===== src/rtl/gpio_sc_pkg.sv =====
package gpio_sc_pkg;
    // Register byte offsets; each register is one 32-bit word.
    localparam int OFS_DOUT_SET = 'h000;
    localparam int OFS_DOUT_CLR = 'h004;
    localparam int OFS_DIR_SET  = 'h010;
    localparam int OFS_DIR_CLR  = 'h014;
    localparam int OFS_DIR_STAT = 'h018;
    localparam int OFS_DBN_SET  = 'h060;
    localparam int OFS_DBN_CLR  = 'h064;
    localparam int OFS_PIN_LVL  = 'h080;
    localparam int MAX_LINES    = 32;
endpackage


===== src/rtl/gpio_sc_sync.sv =====
module gpio_sc_sync #(
    parameter int W = 32
) (
    input  logic         clk,
    input  logic         rst_n,
    input  logic [W-1:0] async_i,
    output logic [W-1:0] sync_o
);
    typedef struct packed {
        logic [W-1:0] stage1;
        logic [W-1:0] stage2;
    } sync_t;

    sync_t s_d, s_q;

    always_comb begin
        s_d        = s_q;
        s_d.stage1 = async_i;
        s_d.stage2 = s_q.stage1;
    end

    always_ff @(posedge clk or negedge rst_n) begin
        if (!rst_n) s_q <= '0;
        else        s_q <= s_d;
    end

    assign sync_o = s_q.stage2;
endmodule


===== src/rtl/gpio_sc_debounce.sv =====
module gpio_sc_debounce #(
    parameter int W         = 32,
    parameter int DB_CYCLES = 4
) (
    input  logic         clk,
    input  logic         rst_n,
    input  logic [W-1:0] en_i,
    input  logic [W-1:0] raw_i,
    output logic [W-1:0] filt_o
);
    localparam int CNT_W = (DB_CYCLES > 1) ? $clog2(DB_CYCLES) : 1;
    localparam logic [CNT_W-1:0] CNT_LAST = CNT_W'(DB_CYCLES - 1);

    for (genvar i = 0; i < W; i++) begin : g_line
        typedef struct packed {
            logic             lvl;
            logic [CNT_W-1:0] cnt;
        } flt_t;

        flt_t f_d, f_q;

        always_comb begin
            f_d = f_q;
            if (!en_i[i]) begin
                f_d.lvl = raw_i[i];
                f_d.cnt = '0;
            end else if (raw_i[i] == f_q.lvl) begin
                f_d.cnt = '0;
            end else if (f_q.cnt == CNT_LAST) begin
                f_d.lvl = raw_i[i];
                f_d.cnt = '0;
            end else begin
                f_d.cnt = f_q.cnt + 1'b1;
            end
        end

        always_ff @(posedge clk or negedge rst_n) begin
            if (!rst_n) f_q <= '0;
            else        f_q <= f_d;
        end

        assign filt_o[i] = en_i[i] ? f_q.lvl : raw_i[i];


        filt_hold_chk: assert property (@(posedge clk) disable iff (!rst_n)
            (DB_CYCLES > 1) && en_i[i] && (f_q.cnt == '0) |=> $stable(f_q.lvl));
    end
endmodule


===== src/rtl/gpio_sc_port.sv =====
module gpio_sc_port
    import gpio_sc_pkg::*;
#(
    parameter int NUM_LINES = 32,
    parameter int DB_CYCLES = 4,
    parameter int ADDR_W    = 8
) (
    input  logic                 clk,
    input  logic                 rst_n,
    input  logic [ADDR_W-1:0]    bus_addr,
    input  logic                 bus_wen,
    input  logic [31:0]          bus_wdata,
    input  logic                 bus_ren,
    output logic [31:0]          bus_rdata,
    input  logic [NUM_LINES-1:0] pad_in,
    output logic [NUM_LINES-1:0] pad_out,
    output logic [NUM_LINES-1:0] pad_oe
);
    localparam int N = (NUM_LINES > MAX_LINES) ? MAX_LINES : NUM_LINES;

    typedef struct packed {
        logic [N-1:0] dout;
        logic [N-1:0] dir;
        logic [N-1:0] dbn;
        logic [N-1:0] lvl;
        logic [31:0]  rdata;
    } regs_t;

    regs_t r_d, r_q;

    logic [N-1:0] sync_lvl;
    logic [N-1:0] filt_lvl;
    logic [N-1:0] wbits;

    logic hit_dout_set, hit_dout_clr, hit_dir_set, hit_dir_clr;
    logic hit_dir_stat, hit_dbn_set, hit_dbn_clr, hit_pin_lvl;

    assign hit_dout_set = (bus_addr == ADDR_W'(OFS_DOUT_SET));
    assign hit_dout_clr = (bus_addr == ADDR_W'(OFS_DOUT_CLR));
    assign hit_dir_set  = (bus_addr == ADDR_W'(OFS_DIR_SET));
    assign hit_dir_clr  = (bus_addr == ADDR_W'(OFS_DIR_CLR));
    assign hit_dir_stat = (bus_addr == ADDR_W'(OFS_DIR_STAT));
    assign hit_dbn_set  = (bus_addr == ADDR_W'(OFS_DBN_SET));
    assign hit_dbn_clr  = (bus_addr == ADDR_W'(OFS_DBN_CLR));
    assign hit_pin_lvl  = (bus_addr == ADDR_W'(OFS_PIN_LVL));

    assign wbits = bus_wdata[N-1:0];

    gpio_sc_sync #(.W(N)) i_sync (
        .clk    (clk),
        .rst_n  (rst_n),
        .async_i(pad_in[N-1:0]),
        .sync_o (sync_lvl)
    );

    gpio_sc_debounce #(.W(N), .DB_CYCLES(DB_CYCLES)) i_dbn (
        .clk   (clk),
        .rst_n (rst_n),
        .en_i  (r_q.dbn),
        .raw_i (sync_lvl),
        .filt_o(filt_lvl)
    );

    always_comb begin
        r_d     = r_q;
        r_d.lvl = filt_lvl;
        if (bus_wen) begin
            if (hit_dout_set) r_d.dout = r_q.dout | wbits;
            if (hit_dout_clr) r_d.dout = r_q.dout & ~wbits;
            if (hit_dir_set)  r_d.dir  = r_q.dir | wbits;
            if (hit_dir_clr)  r_d.dir  = r_q.dir & ~wbits;
            if (hit_dbn_set)  r_d.dbn  = r_q.dbn | wbits;
            if (hit_dbn_clr)  r_d.dbn  = r_q.dbn & ~wbits;
        end
        r_d.rdata = '0;
        if (bus_ren) begin
            if (hit_dir_stat) r_d.rdata = 32'(r_q.dir);
            if (hit_pin_lvl)  r_d.rdata = 32'(r_q.lvl);
        end
    end

    always_ff @(posedge clk or negedge rst_n) begin
        if (!rst_n) r_q <= '0;
        else        r_q <= r_d;
    end

    assign pad_out   = r_q.dout;
    assign pad_oe    = r_q.dir;
    assign bus_rdata = r_q.rdata;


    dout_hold_chk: assert property (@(posedge clk) disable iff (!rst_n)
        !(bus_wen && (hit_dout_set || hit_dout_clr)) |=> $stable(pad_out));

    oe_hold_chk: assert property (@(posedge clk) disable iff (!rst_n)
        !(bus_wen && (hit_dir_set || hit_dir_clr)) |=> $stable(pad_oe));

    wo_read_zero_chk: assert property (@(posedge clk) disable iff (!rst_n)
        bus_ren && (hit_dout_set || hit_dout_clr || hit_dir_set || hit_dir_clr
                    || hit_dbn_set || hit_dbn_clr) |=> (bus_rdata == '0));

    idle_rdata_chk: assert property (@(posedge clk) disable iff (!rst_n)
        !bus_ren |=> (bus_rdata == '0));

    dout_clr_chk: assert property (@(posedge clk) disable iff (!rst_n)
        bus_wen && hit_dout_clr |=> ((pad_out & $past(wbits)) == '0));

    if (N < 32) begin : g_upper

        upper_zero_chk: assert property (@(posedge clk) disable iff (!rst_n)
            bus_ren |=> (bus_rdata[31:N] == '0));
    end
endmodule


===== config.mk =====
export PLATFORM = sky130hd
export DESIGN_NAME = gpio_sc_port
export DESIGN_NICKNAME = d
export VERILOG_FILES = /design/src/rtl/gpio_sc_pkg.sv /design/src/rtl/gpio_sc_sync.sv /design/src/rtl/gpio_sc_debounce.sv /design/src/rtl/gpio_sc_port.sv
export SDC_FILE = /design/constraint.sdc
export NUM_CORES = 1
export LEC_CHECK = 0
export ABC_AREA = 1
export BUFFER_PORTS_ARGS = -buffer_cell sky130_fd_sc_hd__buf_2
export CORE_UTILIZATION = 43
export CTS_BUF_LIST = sky130_fd_sc_hd__clkbuf_4 sky130_fd_sc_hd__clkbuf_8
export DETAILED_ROUTE_END_ITERATION = 7
export GPL_ROUTABILITY_DRIVEN = 0
export PLACE_DENSITY = 0.66
export SLEW_MARGIN = 5
export SYNTH_ARGS = -nofsm -noshare
export SYNTH_HDL_FRONTEND = slang
export SYNTH_SLANG_ARGS = --single-unit

===== constraint.sdc =====
create_clock -name clk -period 1.4 [get_ports clk]
set_input_delay 0.14 -clock clk [delete_from_list [all_inputs] [get_ports clk]]
set_output_delay 0.14 -clock clk [all_outputs]
set_load 0.005 [all_outputs]

==> results of run 1 <==
## worst register-to-register path, delay by kind of cell (launching register included)
kind          cells  cell delay, ns
fa+ha+maj         1            0.21
flops             1            0.39
simple gates      2            0.51
## per-stage QoR
step	hold slack (ns)	worst slack (ns)	std cells	area, um2
after floorplan	-0.156	0.327	1457	13900
after global placement	0.104	0.113	1918	14900
after detailed placement	0.0976	0.0862	1918	14900
after CTS	0.0673	0.0523	2078	16700
after global routing	0.0950	0.0346	2078	16700
final	0.0973	0.0997	2079	16700
## routing by layer
layer	global-route usage	part of all wire	vias up
met2	0.320	0.46	285
met4	0.0624	0.020	4
met3	0.0405	0.061	54
met5	0	0.00053	-
met1	0.272	0.46	4878
li1	-	-	4936
## cell usage after synthesis (all sizes together)
cell type  instances
ha                32
nor2b              1
inv              134
nand3b            28
o21ai             96
a21oi              4
nand3            167
buf              147
dfrtp            320
nand4             32
clkbuf             5
nand2            323
nor2              72
or2               32
xnor2             32
nor3              32
## cell families (layout without fill, tap and decap cells)
group	after synthesis	count (layout)	share of synthesized area
adders and majority gates	32	32	0.0288
xor gates and xnor gates	32	32	0.0202
and+or+nand+nor	687	687	0.226
DFF	320	320	0.576
buffers and inverters	286	505	0.113
other	0	1	0
AOI/OAI and AO/OA	100	100	0.0360
## report_power, final
| part | switching (mW) | internal [mW] |
|---|---|---|
| combinational | 2.08 | 1.93 |
| clock | 3.62 | 4.96 |
| sequential | 0.893 | 11.1 |
| total | 6.59 | 17.9 |
## cell usage in the layout, fill, tap and decap left out, types with 63 or more instances in the layout
cell                            count
sky130_fd_sc_hd__buf_2            170
sky130_fd_sc_hd__clkbuf_8          71
sky130_fd_sc_hd__dfrtp_1          320
sky130_fd_sc_hd__dlygate4sd3_1     66
sky130_fd_sc_hd__inv_1            126
sky130_fd_sc_hd__nand2_1          319
sky130_fd_sc_hd__nand3_1          166
sky130_fd_sc_hd__nor2_1            63
sky130_fd_sc_hd__o21ai_0           64
## what timing repair did
| item | in CTS | in global routing |
|---|---|---|
| endpoints found under the hold margin | 459 | 0 |
| endpoints found under the setup margin | 0 | 0 |
| hold buffers | 66 | 0 |
| gates resized for setup | 0 | 0 |
## how the worst max path moves through the flow
stage                                                start                                  to  slack, ns  cells past startpoint
after floorplan           i_dbn.g_line[0].f_q[0]$_DFF_PN0_  i_dbn.g_line[0].f_q[2]$_DFFE_PN0P_       0.33                      4
after global placement                         bus_addr[3]                            register       0.11                      8
after detailed placement                       bus_addr[3]                            register       0.09                      8
after CTS                                         register                          pad_oe[17]       0.05                      1
after global routing                              register                           pad_oe[1]       0.03                      1
final                                             register                          pad_oe[17]        0.1                      1
## final cells by class
type | count | area share
Clock inverter | 6 | 0.00255
Inverter | 134 | 0.0301
Antenna cell | 1 | 0.000150
Tap cell | 402 | 0.0301
Clock buffer | 88 | 0.0661
Multi-Input combinational cell | 851 | 0.261
Sequential cell | 320 | 0.479
Timing Repair Buffer | 277 | 0.131
==> metrics, run 1 <==
run status complete, no violations; count of synthesis-stage warnings from yosys 0; tightest slew margin relative to the limit 0.693; post-DR wirelength/cell 15.5 um; clk_lat worst skew 0.59 ns; number of violations reported at the end of detailed-routing iteration 0 741; largest area contributor in the netlist sky130_fd_sc_hd__dfrtp_1; post-route fraction of the period consumed by the critical path 0.929; routed via count 10,200; I/O pin total 172; net count after synthesis 1,565; VDD IR-drop max 0.000694 V; critical-path cell list buf_2; total wire length 32.3 mm; All-Layer GR Usage 0.199; per-instance average area after synthesis 9.54 um2; multi-input logic area 0.00436 mm2; slew at the pin closest to its max-slew limit 0.461 ns; CTS tree yes; timing-limited maximum frequency 769 MHz; Rows 65; Critical Path End Type output port; Final Hold Violating Endpoints 0; cell count after synthesis 1,457; count of nets left with antenna violations after detail routing 0; Clock Sinks 320; R2R Path Start i_dbn.g_line[22].f_q[0]$_DFF_PN0_; leak pwr 8.51 nW; Total Neg Setup Slack 0 ns; sequential-to-total area share from yosys stat 0.576; Die Span Y 182 um; PortBufs 171; largest net degree at the start of global routing 61; count of fill cells added during filler insertion 2,778; combined area of all synthesized cells 0.0139 mm2; Sequential cell area 0.00801 mm2; kind of cell adding the most delay to the critical path flip-flops; Worst R2R End i_dbn.g_line[22].f_q[0]$_DFF_PN0_; via count of the first global-routing pass 9,924; master cell of the clock root buffer sky130_fd_sc_hd__clkbuf_8; final layout net count 1,745; starting density of the core 0.438; type of element launching the critical path register; setup slack of the worst register-to-register path 0.21 ns; number of buffer and inverter instances along the worst setup path 1; GRT overflow 0; Data required, critical path 1.26 ns; Worst Setup Path Type reg -> out; type of the most critical hold path in -> async; wire length of the first global-routing pass 51.9 mm; number of cells on the worst reg-to-reg path 3; Max stage delay on crit path 0.42 ns; number of maximum-capacitance violations 0; Final Setup Violations 0; highest fanout seen on the critical path 3; Core ar. 0.0317 mm2; Clk pin slew, worst setup/hold paths 0.06 ns; H-tree lvl count 2; number of post-CTS setup repair buffers 0; HPWL reported at the end of detailed placement 21.2 mm; count of state elements after synthesis 320; Via-to-Cell Ratio 4.89; distinct cell type count after synthesis 25; CTS Buf Count 53; horizontal die dimension 182 um; Pwr per Cell Area 1470 mW/mm2; initial antenna violation count 3; post-layout util 0.527; layout overhead on the synthesized area 20.2%; critical path arrival 1.16 ns; Final Total Pwr 24.5 mW; top cells by area, synth sky130_fd_sc_hd__dfrtp_1 (58%), sky130_fd_sc_hd__nand2_1 (8.6%), sky130_fd_sc_hd__nand3_1 (6.0%); share of the synthesized area in the top cell type 0.576; setup clock skew after layout 0.0304 ns; final count of pins violating max slew 0; die area 0.0331 mm2; Clock Path Buffers 3; setup repair after global routing missed its margin false; TritonRoute pass-1 iters 7; proportion of layout cells with a drive suffix above 1 0.215; DRC viols 0; Worst path slowest cell sky130_fd_sc_hd__dfrtp_1; min Tclk post-route 1.30 ns
No activity file was read; power rests on OpenSTA's default activity.
==> inputs of run 2 (changes only) <==
- CORE_ASPECT_RATIO: not set -> 0.75
==> metrics, run 2 (synthesis results as in run 1) <==
Data required, critical path 1.26 ns; number of placed instances, taps included 1,918; wire length of the first global-routing pass 53.3 mm; multi-input logic area 0.00436 mm2; Clock Sinks 320; tightest slew margin relative to the limit 0.499; via count of the first global-routing pass 10,200; PortBufs 171; CTS tree yes; Clock Path Buffers 3; I/O pin total 172; timing-limited maximum frequency 761 MHz; setup slack of the worst register-to-register path 0.20 ns; Sequential cell area 0.00801 mm2; number of cells on the critical path 1; Critical Path End Type output port; post-route fraction of the period consumed by the critical path 0.939; number of buffer and inverter instances along the worst setup path 1; Worst Setup Path Type reg -> out; Max stage delay on crit path 0.43 ns; Final Hold Violating Endpoints 0; type of the most critical hold path in -> reg; DRC viols 0; Pwr per Cell Area 1470 mW/mm2; kind of cell adding the most delay to the critical path flip-flops; setup clock skew after layout 0.0335 ns; highest fanout seen on the critical path 3; clk_lat worst skew 0.59 ns; number of violations reported at the end of detailed-routing iteration 0 673; initial antenna violation count 1; Total Neg Setup Slack 0 ns; count of nets left with antenna violations after detail routing 0; start point of the worst hold path bus_addr[2]; TritonRoute pass-1 iters 4; critical path arrival 1.17 ns; leading cell types in the layout, fill and taps excluded sky130_fd_sc_hd__dfrtp_1 (320), sky130_fd_sc_hd__nand2_1 (319), sky130_fd_sc_hd__buf_2 (170), sky130_fd_sc_hd__nand3_1 (166), sky130_fd_sc_hd__inv_1 (126); HPWL reported at the end of detailed placement 21.2 mm; Worst Setup EP pad_oe[7]; die area 0.0331 mm2; final count of pins violating max slew 0; Rows 56; H-tree lvl count 2; final layout net count 1,741; horizontal die dimension 210 um; leak pwr 8.45 nW; total wire length 33.2 mm; setup repair after global routing missed its margin false; GRT overflow 0; layout overhead on the synthesized area 19.4%; master cell of the clock root buffer sky130_fd_sc_hd__clkbuf_8; count of fill cells added during filler insertion 2,836; number of cells on the worst reg-to-reg path 3; largest net degree at the start of global routing 63; tightest hold margin 0.0820 ns; CTS Buf Count 51; commonest non-fill, non-tap cell in the layout sky130_fd_sc_hd__dfrtp_1; Die Span Y 158 um; run status complete, no violations; Worst R2R End i_dbn.g_line[29].f_q[0]$_DFF_PN0_; Worst path slowest cell sky130_fd_sc_hd__dfrtp_1; All-Layer GR Usage 0.207; proportion of layout cells with a drive suffix above 1 0.209; post-DR wirelength/cell 16.0 um; routed via count 10,300; VDD IR-drop max 0.000740 V; number of maximum-capacitance violations 0; type of element launching the critical path register; Via-to-Cell Ratio 4.97; min Tclk post-route 1.31 ns; critical-path cell list buf_2; starting density of the core 0.441; R2R Path Start i_dbn.g_line[29].f_q[0]$_DFF_PN0_; Clk pin slew, worst setup/hold paths 0.06 ns; Core ar. 0.0315 mm2; final non-filler cell total 2,074; Final Setup Violations 0; slew at the pin closest to its max-slew limit 0.751 ns
[run 2: metal layers]
layer  global-route usage  wire (um)  up-vias
met5                    0          0        -
met4               0.0758        874        0
met3               0.0419       2120       69
met2                0.340      15100      303
met1                0.273      15000     4989
li1                     -          -     4937
[run 2: power by group]
part	leakage (nW)	internal (mW)	switching (mW)
combinational	3.90	1.91	2.09
clock	0.574	4.79	3.62
sequential	3.98	11.0	0.874
total	8.45	17.8	6.58
[run 2: worst min path at each step]
stage | to | slack, ns | cells past startpoint
2_1_floorplan | async pin | -0.16 | 0
3_3_place_gp | i_dbn.g_line[10].f_q[1]$_DFF_PN0_ | 0.05 | 1
3_5_place_dp | i_dbn.g_line[10].f_q[1]$_DFF_PN0_ | 0.04 | 1
4_1_cts | register | 0.03 | 4
5_1_grt | register | 0.10 | 4
6_report | register | 0.08 | 4
[run 2: layout make-up]
class,count,area share
multi-input cells,851,0.263
clock inverters,5,0.00317
diodes,1,0.000151
well taps,406,0.0306
inverters,134,0.0303
repair buffers,275,0.128
clock buffers,82,0.0620
flip-flops and latches,320,0.483
[run 2: metrics by stage]
step                      power [mW]  worst slack, ns   util  cell area, um2
after floorplan                 14.7            0.327      -           13900
after global routing            25.9           0.0329  0.526           16600
final                           24.3           0.0853  0.526           16600
after global placement          15.7           0.0876  0.470           14800
after CTS                       24.7           0.0249  0.526           16600
after detailed placement        16.0          0.00381  0.470           14800
[run 2: what timing repair did]
| item | 4_1_cts | 5_1_grt |
|---|---|---|
| buffers inserted | 0 | 0 |
| setup endpoints to repair | 0 | 13 |
| endpoints found under the hold margin | 449 | 0 |
| gates resized for setup | 0 | 1 |
| hold buffers | 68 | 0 |
